**config.mk**
```make
export PLATFORM = sky130hd
export DESIGN_NAME = pwr_mode_ctrl
export DESIGN_NICKNAME = d
export VERILOG_FILES = /design/src/rtl/pwr_mode_pkg.sv /design/src/rtl/pwr_entry_guard.sv /design/src/rtl/pwr_wake_sync.sv /design/src/rtl/pwr_resume_timer.sv /design/src/rtl/pwr_mode_ctrl.sv
export SDC_FILE = /design/constraint.sdc
export NUM_CORES = 1
export LEC_CHECK = 0
export ABC_AREA = 1
export BUFFER_PORTS_ARGS = -buffer_cell sky130_fd_sc_hd__buf_4
export CAP_MARGIN = 20
export CORE_MARGIN = 1
export CORE_UTILIZATION = 49
export DETAILED_ROUTE_END_ITERATION = 8
export GPL_ROUTABILITY_DRIVEN = 0
export PLACE_DENSITY = 0.74
export SETUP_SLACK_MARGIN = 0.5
export SLEW_MARGIN = 5
export SYNTH_ARGS = -nofsm -noshare
export SYNTH_HDL_FRONTEND = slang
export SYNTH_HIERARCHICAL = 1
export SYNTH_SLANG_ARGS = --single-unit
```
**constraint.sdc**
```tcl
create_clock -name clk -period 2 [get_ports clk]
set_clock_uncertainty 0.2 [all_clocks]
set_input_delay 0.1 -clock clk [delete_from_list [all_inputs] [get_ports clk]]
set_output_delay 0.1 -clock clk [all_outputs]
set_load 0.01 [all_outputs]
```
**src/rtl/pwr_mode_pkg.sv**
```systemverilog
package pwr_mode_pkg;
  typedef enum logic [1:0] {
    PM_RUN  = 2'd0,
    PM_IDLE = 2'd1,
    PM_DOWN = 2'd2,
    PM_WAKE = 2'd3
  } pm_state_e;

  localparam logic [1:0] SEL_MODE  = 2'd0;
  localparam logic [1:0] SEL_KEY   = 2'd1;
  localparam logic [1:0] SEL_CAUSE = 2'd2;

  localparam int CAUSE_W  = 3;
  localparam int CZ_PIN   = 0;
  localparam int CZ_TMR   = 1;
  localparam int CZ_USB   = 2;
endpackage

```
**src/rtl/pwr_entry_guard.sv**
```systemverilog
module pwr_entry_guard
  import pwr_mode_pkg::*;
#(
  parameter logic [7:0] UNLOCK = 8'h55
) (
  input  logic       clk,
  input  logic       rst_n,
  input  logic       wr_en,
  input  logic [1:0] wr_sel,
  input  logic [7:0] wr_data,
  input  logic       allow,
  output logic       go_idle,
  output logic       go_down
);
  logic [1:0] armed_q;
  logic       key_hit;

  // Armed bits live for exactly one following write.
  always_ff @(posedge clk or negedge rst_n) begin
    if (!rst_n) begin
      armed_q <= 2'b00;
    end else if (wr_en) begin
      if (wr_sel == SEL_MODE) armed_q <= wr_data[1:0];
      else                    armed_q <= 2'b00;
    end
  end

  always_comb begin
    key_hit = wr_en && (wr_sel == SEL_KEY) && (wr_data == UNLOCK);
    go_down = key_hit && armed_q[1] && allow;
    go_idle = key_hit && armed_q[0] && !armed_q[1] && allow;
  end


  never_both_chk: assert property (@(posedge clk) disable iff (!rst_n)
    !(go_idle && go_down));


  stale_arm_chk: assert property (@(posedge clk) disable iff (!rst_n)
    (wr_en && wr_sel != SEL_MODE) |=> !(go_idle || go_down));
endmodule

```
**src/rtl/pwr_wake_sync.sv**
```systemverilog
module pwr_wake_sync #(
  parameter int NPINS = 8,
  parameter int NSYNC = 2
) (
  input  logic             clk,
  input  logic             rst_n,
  input  logic [NPINS-1:0] pin_in,
  input  logic [NPINS-1:0] pin_wake_en,
  output logic             pin_evt
);
  logic [NPINS-1:0] pin_sync;

  for (genvar p = 0; p < NPINS; p++) begin : g_pin
    logic [NSYNC-1:0] stage_q;
    always_ff @(posedge clk or negedge rst_n) begin
      if (!rst_n) stage_q <= '1;
      else if (NSYNC == 1) stage_q <= pin_in[p];
      else stage_q <= {stage_q[NSYNC-2:0], pin_in[p]};
    end
    assign pin_sync[p] = stage_q[NSYNC-1];
  end

  assign pin_evt = |(~pin_sync & pin_wake_en);
endmodule

```
**src/rtl/pwr_resume_timer.sv**
```systemverilog
module pwr_resume_timer #(
  parameter int CW = 8
) (
  input  logic          clk,
  input  logic          rst_n,
  input  logic          start,
  input  logic [CW-1:0] load,
  output logic          busy,
  output logic          fin
);
  logic [CW-1:0] cnt_q;

  always_ff @(posedge clk or negedge rst_n) begin
    if (!rst_n) begin
      cnt_q <= '0;
      busy  <= 1'b0;
    end else if (start) begin
      cnt_q <= load;
      busy  <= 1'b1;
    end else if (busy) begin
      if (cnt_q == '0) busy  <= 1'b0;
      else             cnt_q <= cnt_q - 1'b1;
    end
  end

  assign fin = busy && (cnt_q == '0);


  count_down_chk: assert property (@(posedge clk) disable iff (!rst_n)
    (busy && !start && cnt_q != '0) |=> (busy && cnt_q == $past(cnt_q) - 1'b1));


  fin_ends_chk: assert property (@(posedge clk) disable iff (!rst_n)
    (fin && !start) |=> !busy);
endmodule

```
**src/rtl/pwr_mode_ctrl.sv**
```systemverilog
module pwr_mode_ctrl
  import pwr_mode_pkg::*;
#(
  parameter int NPINS    = 8,
  parameter int NSYNC    = 2,
  parameter int PORT_DLY = 64,
  parameter int TMR_DLY  = 64,
  parameter int USB_DLY  = 16200
) (
  input  logic               clk,
  input  logic               rst_n,
  input  logic               wr_en,
  input  logic [1:0]         wr_sel,
  input  logic [7:0]         wr_data,
  input  logic               wdt_idle_en,
  input  logic [NPINS-1:0]   pin_in,
  input  logic [NPINS-1:0]   pin_wake_en,
  input  logic               wake_tmr_done,
  input  logic               usb_active,
  output logic               cpu_clk_en,
  output logic               osc_en,
  output logic               wdt_clk_en,
  output logic               resume_rst,
  output logic [CAUSE_W-1:0] wake_cause,
  output logic [1:0]         pm_state
);
  localparam int DMAX0 = (PORT_DLY > TMR_DLY) ? PORT_DLY : TMR_DLY;
  localparam int DMAX  = (DMAX0 > USB_DLY) ? DMAX0 : USB_DLY;
  localparam int CW    = $clog2(DMAX + 1);

  pm_state_e           state_q;
  logic                go_idle, go_down;
  logic                pin_evt;
  logic                tmr_busy, tmr_fin, tmr_start;
  logic [CW-1:0]       tmr_load;
  logic [CAUSE_W-1:0]  pick, cause_q, cause_set;
  logic                any_wake, sleeping;

  pwr_entry_guard u_guard (
    .clk(clk), .rst_n(rst_n), .wr_en(wr_en), .wr_sel(wr_sel),
    .wr_data(wr_data), .allow(state_q == PM_RUN),
    .go_idle(go_idle), .go_down(go_down)
  );

  pwr_wake_sync #(.NPINS(NPINS), .NSYNC(NSYNC)) u_sync (
    .clk(clk), .rst_n(rst_n), .pin_in(pin_in),
    .pin_wake_en(pin_wake_en), .pin_evt(pin_evt)
  );

  pwr_resume_timer #(.CW(CW)) u_rtmr (
    .clk(clk), .rst_n(rst_n), .start(tmr_start), .load(tmr_load),
    .busy(tmr_busy), .fin(tmr_fin)
  );

  // Fixed priority: pin, then timer, then USB.
  always_comb begin
    pick = '0;
    if (pin_evt)            pick[CZ_PIN] = 1'b1;
    else if (wake_tmr_done) pick[CZ_TMR] = 1'b1;
    else if (usb_active)    pick[CZ_USB] = 1'b1;
    any_wake  = |pick;
    sleeping  = (state_q == PM_IDLE) || (state_q == PM_DOWN);
    cause_set = sleeping ? pick : '0;
    tmr_start = (state_q == PM_DOWN) && any_wake;
    if (pick[CZ_PIN])      tmr_load = CW'(PORT_DLY);
    else if (pick[CZ_TMR]) tmr_load = CW'(TMR_DLY);
    else                   tmr_load = CW'(USB_DLY);
  end

  always_ff @(posedge clk or negedge rst_n) begin
    if (!rst_n) begin
      state_q    <= PM_RUN;
      resume_rst <= 1'b0;
    end else begin
      resume_rst <= 1'b0;
      unique case (state_q)
        PM_RUN: begin
          if (go_down)      state_q <= PM_DOWN;
          else if (go_idle) state_q <= PM_IDLE;
        end
        PM_IDLE: if (any_wake) state_q <= PM_RUN;
        PM_DOWN: if (any_wake) state_q <= PM_WAKE;
        PM_WAKE: begin
          if (tmr_fin) begin
            state_q    <= PM_RUN;
            resume_rst <= 1'b1;
          end
        end
        default: state_q <= PM_RUN;
      endcase
    end
  end

  always_ff @(posedge clk or negedge rst_n) begin
    if (!rst_n) begin
      cause_q <= '0;
    end else if (wr_en && wr_sel == SEL_CAUSE) begin
      cause_q <= (cause_q & wr_data[CAUSE_W-1:0]) | cause_set;
    end else begin
      cause_q <= cause_q | cause_set;
    end
  end

  always_comb begin
    cpu_clk_en = (state_q == PM_RUN);
    osc_en     = (state_q != PM_DOWN);
    unique case (state_q)
      PM_RUN:  wdt_clk_en = 1'b1;
      PM_IDLE: wdt_clk_en = wdt_idle_en;
      default: wdt_clk_en = 1'b0;
    endcase
  end

  assign wake_cause = cause_q;
  assign pm_state   = state_q;


  key_before_down_chk: assert property (@(posedge clk) disable iff (!rst_n)
    (state_q == PM_DOWN && $past(state_q) == PM_RUN) |->
      $past(wr_en && wr_sel == SEL_KEY && wr_data == 8'h55));


  rst_pulse_chk: assert property (@(posedge clk) disable iff (!rst_n)
    resume_rst |=> !resume_rst);


  rst_from_wake_chk: assert property (@(posedge clk) disable iff (!rst_n)
    resume_rst |-> (cpu_clk_en && $past(state_q) == PM_WAKE));


  wake_timed_chk: assert property (@(posedge clk) disable iff (!rst_n)
    (state_q == PM_WAKE && $past(state_q) == PM_WAKE) |-> tmr_busy);


  idle_no_rst_chk: assert property (@(posedge clk) disable iff (!rst_n)
    (state_q == PM_IDLE) |=> !resume_rst);


  osc_back_chk: assert property (@(posedge clk) disable iff (!rst_n)
    (osc_en && $past(!osc_en)) |-> $past(any_wake));


  cause_sticky_chk: assert property (@(posedge clk) disable iff (!rst_n)
    !(wr_en && wr_sel == SEL_CAUSE) |=> ((cause_q & $past(cause_q)) == $past(cause_q)));
endmodule

```
## Yosys cells after proc, flatten, opt, wreduce, memory -nomap -nowiden

Cells that the tools add are included.
Widths: inputs -> output; s select.

- Input port bits: 32
- Word-level logic and storage cells: 77
- Output and inout bits: 9
- Register bits after elaboration: 39

- Reductions and logical operators: 20
- Equal/unequal tests: 12
- Bitwise operators: 5
- Add/sub/neg operators: 1
- Multiplexer cells: 25

Operator list:

| operator | number |
|---|---|
| $mux 14 | 5 |
| $logic_not 14->1 | 1 |
| $mux 2 | 7 |
| $sub 14x1->14 const B | 1 |
| $logic_and 1x1->1 | 10 |
| $ne 2x2->1 const B | 5 |
| $mux 1 | 9 |
| $and 8x8->8 | 1 |
| $eq 8x7->1 const B | 1 |
| $not 8->8 | 1 |
| $pmux 2 s4 | 1 |
| $reduce_or 8->1 | 1 |
| $eq 2x2->1 const B | 3 |
| $mux 3 | 2 |
| $or 3x3->3 | 2 |
| $eq 2x1->1 const B | 2 |
| $logic_not 2->1 | 2 |
| $reduce_and 4->1 | 1 |
| $and 3x3->3 | 1 |
| $ne 3x3->1 const B | 1 |
| $reduce_or 3->1 | 1 |
| $pmux 1 s2 | 1 |
| $reduce_and 2->1 | 1 |
| $reduce_bool 2->1 | 1 |
| 2 further kinds | 2 |

## Longest topological paths before layout

- Depth after elaboration: 9
- Mapped depth: 14
- Gate-level depth less buffers: 12

## By module

The synthesis kept the hierarchy.

By module, submodules not included:

| module | area an instance (um2) | seq. area each (um2) | cells each | times used |
|---|---|---|---|---|
| pwr_resume_timer | 1,069.8 | 375.4 | 165 | 1 |
| pwr_wake_sync | 506.7 | 420.4 | 39 | 1 |
| pwr_mode_ctrl | 417.9 | 150.1 | 55 | 1 |
| pwr_entry_guard | 147.6 | 50.0 | 26 | 1 |

## Least setup slack after synthesis

No wires, ideal clock.

- Path type: register to register
- From: register u_sync.g_pin[1].stage_q[1]
- To: register u_rtmr.cnt_q[10]
- Slack: -0.052 ns
- Cell stages (with the launch flop): 15
- Setup time: 0.069 ns
- Path buffers: 2
- Arrival time: 1.783 ns
- Required time: 1.731 ns
- Period minus slack after synthesis: 2.052 ns
- Cell sequence: dfstp_2 > inv_1 > nand2_1 > nand2_1 > nor2_1 > nand2_1 > nor2_4 > a21oi_1 > buf_2 > inv_1 > buf_2 > nand2_1 > nor2_1 > nand2_1 > nand3_1

- Elaborated cells between the ends (all ways): 13
- Those cells by class: eq/ne: 1; mux: 5; bitwise: 2; reduce/logical: 5

RTL lines:

| item | line | text |
|---|---|---|
| start: declaration | pwr_wake_sync.sv:14 | `logic [NSYNC-1:0] stage_q;` |
| start signal: assignment | pwr_wake_sync.sv:17 | `else if (NSYNC == 1) stage_q <= pin_in[p];` |
| start signal: assignment | pwr_wake_sync.sv:18 | `else stage_q <= {stage_q[NSYNC-2:0], pin_in[p]};` |
| $not 8->8 (*) | pwr_wake_sync.sv:23 | `assign pin_evt = \|(~pin_sync & pin_wake_en);` |
| $and 8x8->8 (*) | pwr_wake_sync.sv:23 |  |
| $reduce_or 8->1 (*) | pwr_wake_sync.sv:23 |  |
| named net pin_evt | pwr_mode_ctrl.sv:33 | `logic pin_evt;` |
| $mux 2 | pwr_mode_ctrl.sv:58 | `if (pin_evt) pick[CZ_PIN] = 1'b1;` |
| $mux 14 | pwr_mode_ctrl.sv:66 | `else if (pick[CZ_TMR]) tmr_load = CW'(TMR_DLY);` |
| $mux 14 (*) | pwr_mode_ctrl.sv:65 | `if (pick[CZ_PIN]) tmr_load = CW'(PORT_DLY);` |
| named net tmr_load[10] | pwr_mode_ctrl.sv:35 | `logic [CW-1:0] tmr_load;` |
| $mux 14 (*) | pwr_resume_timer.sv:17 | `end else if (start) begin` |
| end signal: assignment | pwr_resume_timer.sv:18 | `cnt_q <= load;` |
| end signal: assignment | pwr_resume_timer.sv:22 | `else cnt_q <= cnt_q - 1'b1;` |
| end: declaration | pwr_resume_timer.sv:11 | `logic [CW-1:0] cnt_q;` |

Mark *: on every way through the listed nets, which the timed path passes. The rest lies on a longest branch.
A chain may end at the register's enable or synchronous reset.

## Worst setup path in the final report

- From: register u_sync.g_pin[1].stage_q[1]
- To: register u_rtmr.cnt_q[6]

- Longest elaborated chain between the ends: 8
- Elaborated cells between the ends (all ways): 12
- Those cells by class: eq/ne: 1; mux: 4; bitwise: 2; reduce/logical: 5

Ends and longest elaborated chain:

| item | line | text |
|---|---|---|
| $not 8->8 (*) | pwr_wake_sync.sv:23 |  |
| $and 8x8->8 (*) | pwr_wake_sync.sv:23 |  |
| $reduce_or 8->1 (*) | pwr_wake_sync.sv:23 |  |
| named net pin_evt | pwr_mode_ctrl.sv:33 |  |
| $mux 1 or $mux 2 (tied branches) | pwr_mode_ctrl.sv:58 |  |
| $reduce_or 3->1 (*) | pwr_mode_ctrl.sv:61 | `any_wake = \|pick;` |
| $logic_and 1x1->1 (*) | pwr_mode_ctrl.sv:64 | `tmr_start = (state_q == PM_DOWN) && any_wake;` |
| named net tmr_start | pwr_mode_ctrl.sv:34 | `logic tmr_busy, tmr_fin, tmr_start;` |
| $ne 2x2->1 (no source line) or $reduce_bool 2->1 (tied branches) | - |  |
| $reduce_and 2->1 (no source line) | - |  |

Marks and branches as above.

==> flow_summary.json <==
{
  "wl_per_cell_um": 12.9,
  "drt_iter0_drc": 168,
  "vias_per_cell": 4.89,
  "drc": 0,
  "antennaDiodeCount": 0,
  "tritoncts": "built",
  "routed_wl_um": 5640,
  "io_buffers": 40,
  "setup-violations-final": 0,
  "yosysWarningCount": 6,
  "crit_top_cell": "nand2_1",
  "end_kind": "register",
  "critPathMaxFanout": 6,
  "cp-start-kind": "register",
  "io_pins": 41,
  "antenna_found_initial": 0,
  "worstPathRequired_ps": 1990,
  "hold_viol": 0,
  "die_w_um": 68.1,
  "rows": 23,
  "fin_nets": 423,
  "fin_cells": 437,
  "post-route-period-util": 0.931,
  "antenna_left": 0,
  "clock_latency_ps": 300,
  "avgSynthCellArea_um2": 7.52,
  "cts_max_path_buffers": 2,
  "slowest_delay_ps": 520,
  "cts_buffers": 5,
  "drive_gt1_frac": 0.390,
  "core_region_area_mm2": 0.00409,
  "die_h_um": 68.1,
  "hp-class": "input port to register",
  "clock_sinks": 39,
  "max_freq_mhz": 537,
  "synth.distinct_cells": 24,
  "p_leak_nw": 1.65,
  "synthXorXnorAreaFrac": 0,
  "rsz0062_at_grt": "true",
  "drv_slew": 0,
  "vias": 2137,
  "status": "complete, no violations",
  "grt_usage": 0.254,
  "ir_drop_mv": 0.742,
  "post-route-min-period_ps": 1860,
  "arrival_ps": 1860,
  "slowest_stage": "dfstp_2",
  "path_clk_slew_ps": 90,
  "layout_commonest_cell": "nand2_1",
  "grt_max_degree": 40,
  "first_pass_iters": 4,
  "synth-seq-cells": 39,
  "synth.area.mux_share": 0,
  "crit_chain": "inv_1 -> nand2_1 -> nand2_1 -> nor2_1 -> nand2_1 -> nor2_4 -> a21oi_4 -> clkinv_4 -> nand2_8 -> buf_6 -> nand2_1 -> o21ai_2",
  "post-place-ws_ps": 40.8,
  "cap_viol_max_count": 0,
  "place_hpwl_um": 3250,
  "yosys.area_share.simple": 0.326,
  "start_util": 0.524,
  "fin_ws_ps": 138,
  "grt_overflow": 0,
  "cts_root_buffer": "clkbuf_8",
  "fillCellCount": 258,
  "synth_top_family_by_area": "simple AND/OR/NAND/NOR gates",
  "path_class": "register to register",
  "syn-cell-area_mm2": 0.00214,
  "htree_levels": 2,
  "syn_to_final_growth_pct": 52.8,
  "p_per_area_mw_per_mm2": 1050,
  "synth-adder-area-share": 0.0292,
  "dp_cells": 384,
  "grt_pass1_wl_um": 8730,
  "synth_cells": 285,
  "die-area_mm2": 0.00464,
  "grt_pass1_vias": 2053,
  "ys_seq_area_frac": 0.465,
  "synth_compound_area_frac": 0.0841,
  "mostFrequentLayoutCells": "nand2_1, buf_4, inv_1"
}
path summary, 6_finish.rpt:
| path | startpoint | end | slack [ps] | depth (start not counted) |
|---|---|---|---|---|
| min reg2reg | u_sync/g_pin[5].stage_q[0] | u_sync/g_pin[5].stage_q[1] | 150 | 0 |
| max | u_sync/g_pin[1].stage_q[1] | u_rtmr/cnt_q[6] | 140 | 12 |
| max in group asynchronous | rst_n | u_sync/g_pin[7].stage_q[1] | 1120 | 2 |
| min | wr_sel[1] | wake_cause[1] | 30 | 4 |
| min in group asynchronous | rst_n | wake_cause[1] | 120 | 2 |
| max reg2reg | u_sync/g_pin[1].stage_q[1] | u_rtmr/cnt_q[6] | 140 | 12 |
worst max-delay path, delay by kind of cell (launching register included):
family / cells / cell delay (ps)
buffers and inverters: 3 / 280
flip-flops: 1 / 520
AO/OA/AOI/OAI: 2 / 150
AND/OR/NAND/NOR: 7 / 600
metrics by stage:
stage	util	setup TNS [ps]	power [mW]	hold slack [ps]	area, um^2
6_report	0.801	0	3.43	26.5	3270
5_1_grt	0.801	-0.306	3.68	42.0	3270
4_1_cts	0.760	0	3.25	9.26	3110
3_5_place_dp	0.633	0	2.39	-101	2590
3_3_place_gp	0.633	0	2.36	-100	2590
2_1_floorplan	-	0	2.04	-396	2210
sequential cells by signal (all words and copies together) (netlist names):
| register | flops |
|---|---|
| u_sync/g_pin.stage_q | 16 |
| u_rtmr/cnt_q | 14 |
| wake_cause | 3 |
| pm_state | 2 |
| u_guard/armed_q | 2 |
| resume_rst | 1 |
| u_rtmr/busy | 1 |
cell families (layout without fill, tap and decap cells):
logic type | Yosys count | in the layout
AO/OA/AOI/OAI | 31 | 31
adder cells (fa/ha/maj) | 5 | 5
buffers and inverters | 50 | 147
flip-flops | 39 | 39
other | 2 | 7
AND/OR/NAND/NOR | 158 | 158
per-layer routing:
layer	GRT usage	share of wire	vias to the layer above
li1	-	-	1078
met1	0.295	0.41	985
met2	0.457	0.53	57
met3	0.0517	0.045	17
met4	0.0911	0.021	0
met5	0	0	-
report_power, final:
group | internal (mW) | switching (mW)
sequential | 0.996 | 0.194
combinational | 0.732 | 0.876
clock | 0.328 | 0.303
total | 2.06 | 1.37
synth_stat cells:
cell,n,area [um^2]
nand3_4,1,17.5
nand2_1,90,338
nand2_2,4,25.0
nand3b_1,1,7.51
ha_1,5,62.6
dfstp_2,16,420
buf_2,2,10.0
nor2_4,2,22.5
o21ai_0,18,90.1
nor3_1,2,10.0
clkbuf_1,1,3.75
nand4_1,2,12.5
o22ai_1,2,12.5
nand3_2,3,30.0
inv_1,42,158
dfrtp_1,23,576
conb_1,2,7.51
o21ai_2,6,52.6
buf_6,1,11.3
a21oi_1,5,25.0
nand3_1,23,115
nand2_4,1,11.3
nor2_1,29,109
inv_2,4,15.0
layout make-up:
cell class | instances | area (um^2) | share of cell area
Clock buffer | 6 | 93.8 | 0.0287
Clock inverter | 2 | 17.5 | 0.00535
Timing Repair Buffer | 93 | 806 | 0.246
Multi-Input combinational cell | 201 | 1110 | 0.338
Tap cell | 50 | 62.6 | 0.0191
Sequential cell | 39 | 996 | 0.304
Inverter | 46 | 190 | 0.0581
repair_timing:
action,CTS,global route
endpoints found under the hold margin,52,0
setup buffers,16,10
gates cloned,1,0
resized for setup,25,33
hold buffers,18,0
pin swaps,15,15
endpoints found under the setup margin,21,22
Power figures use the tool's default switching activity.
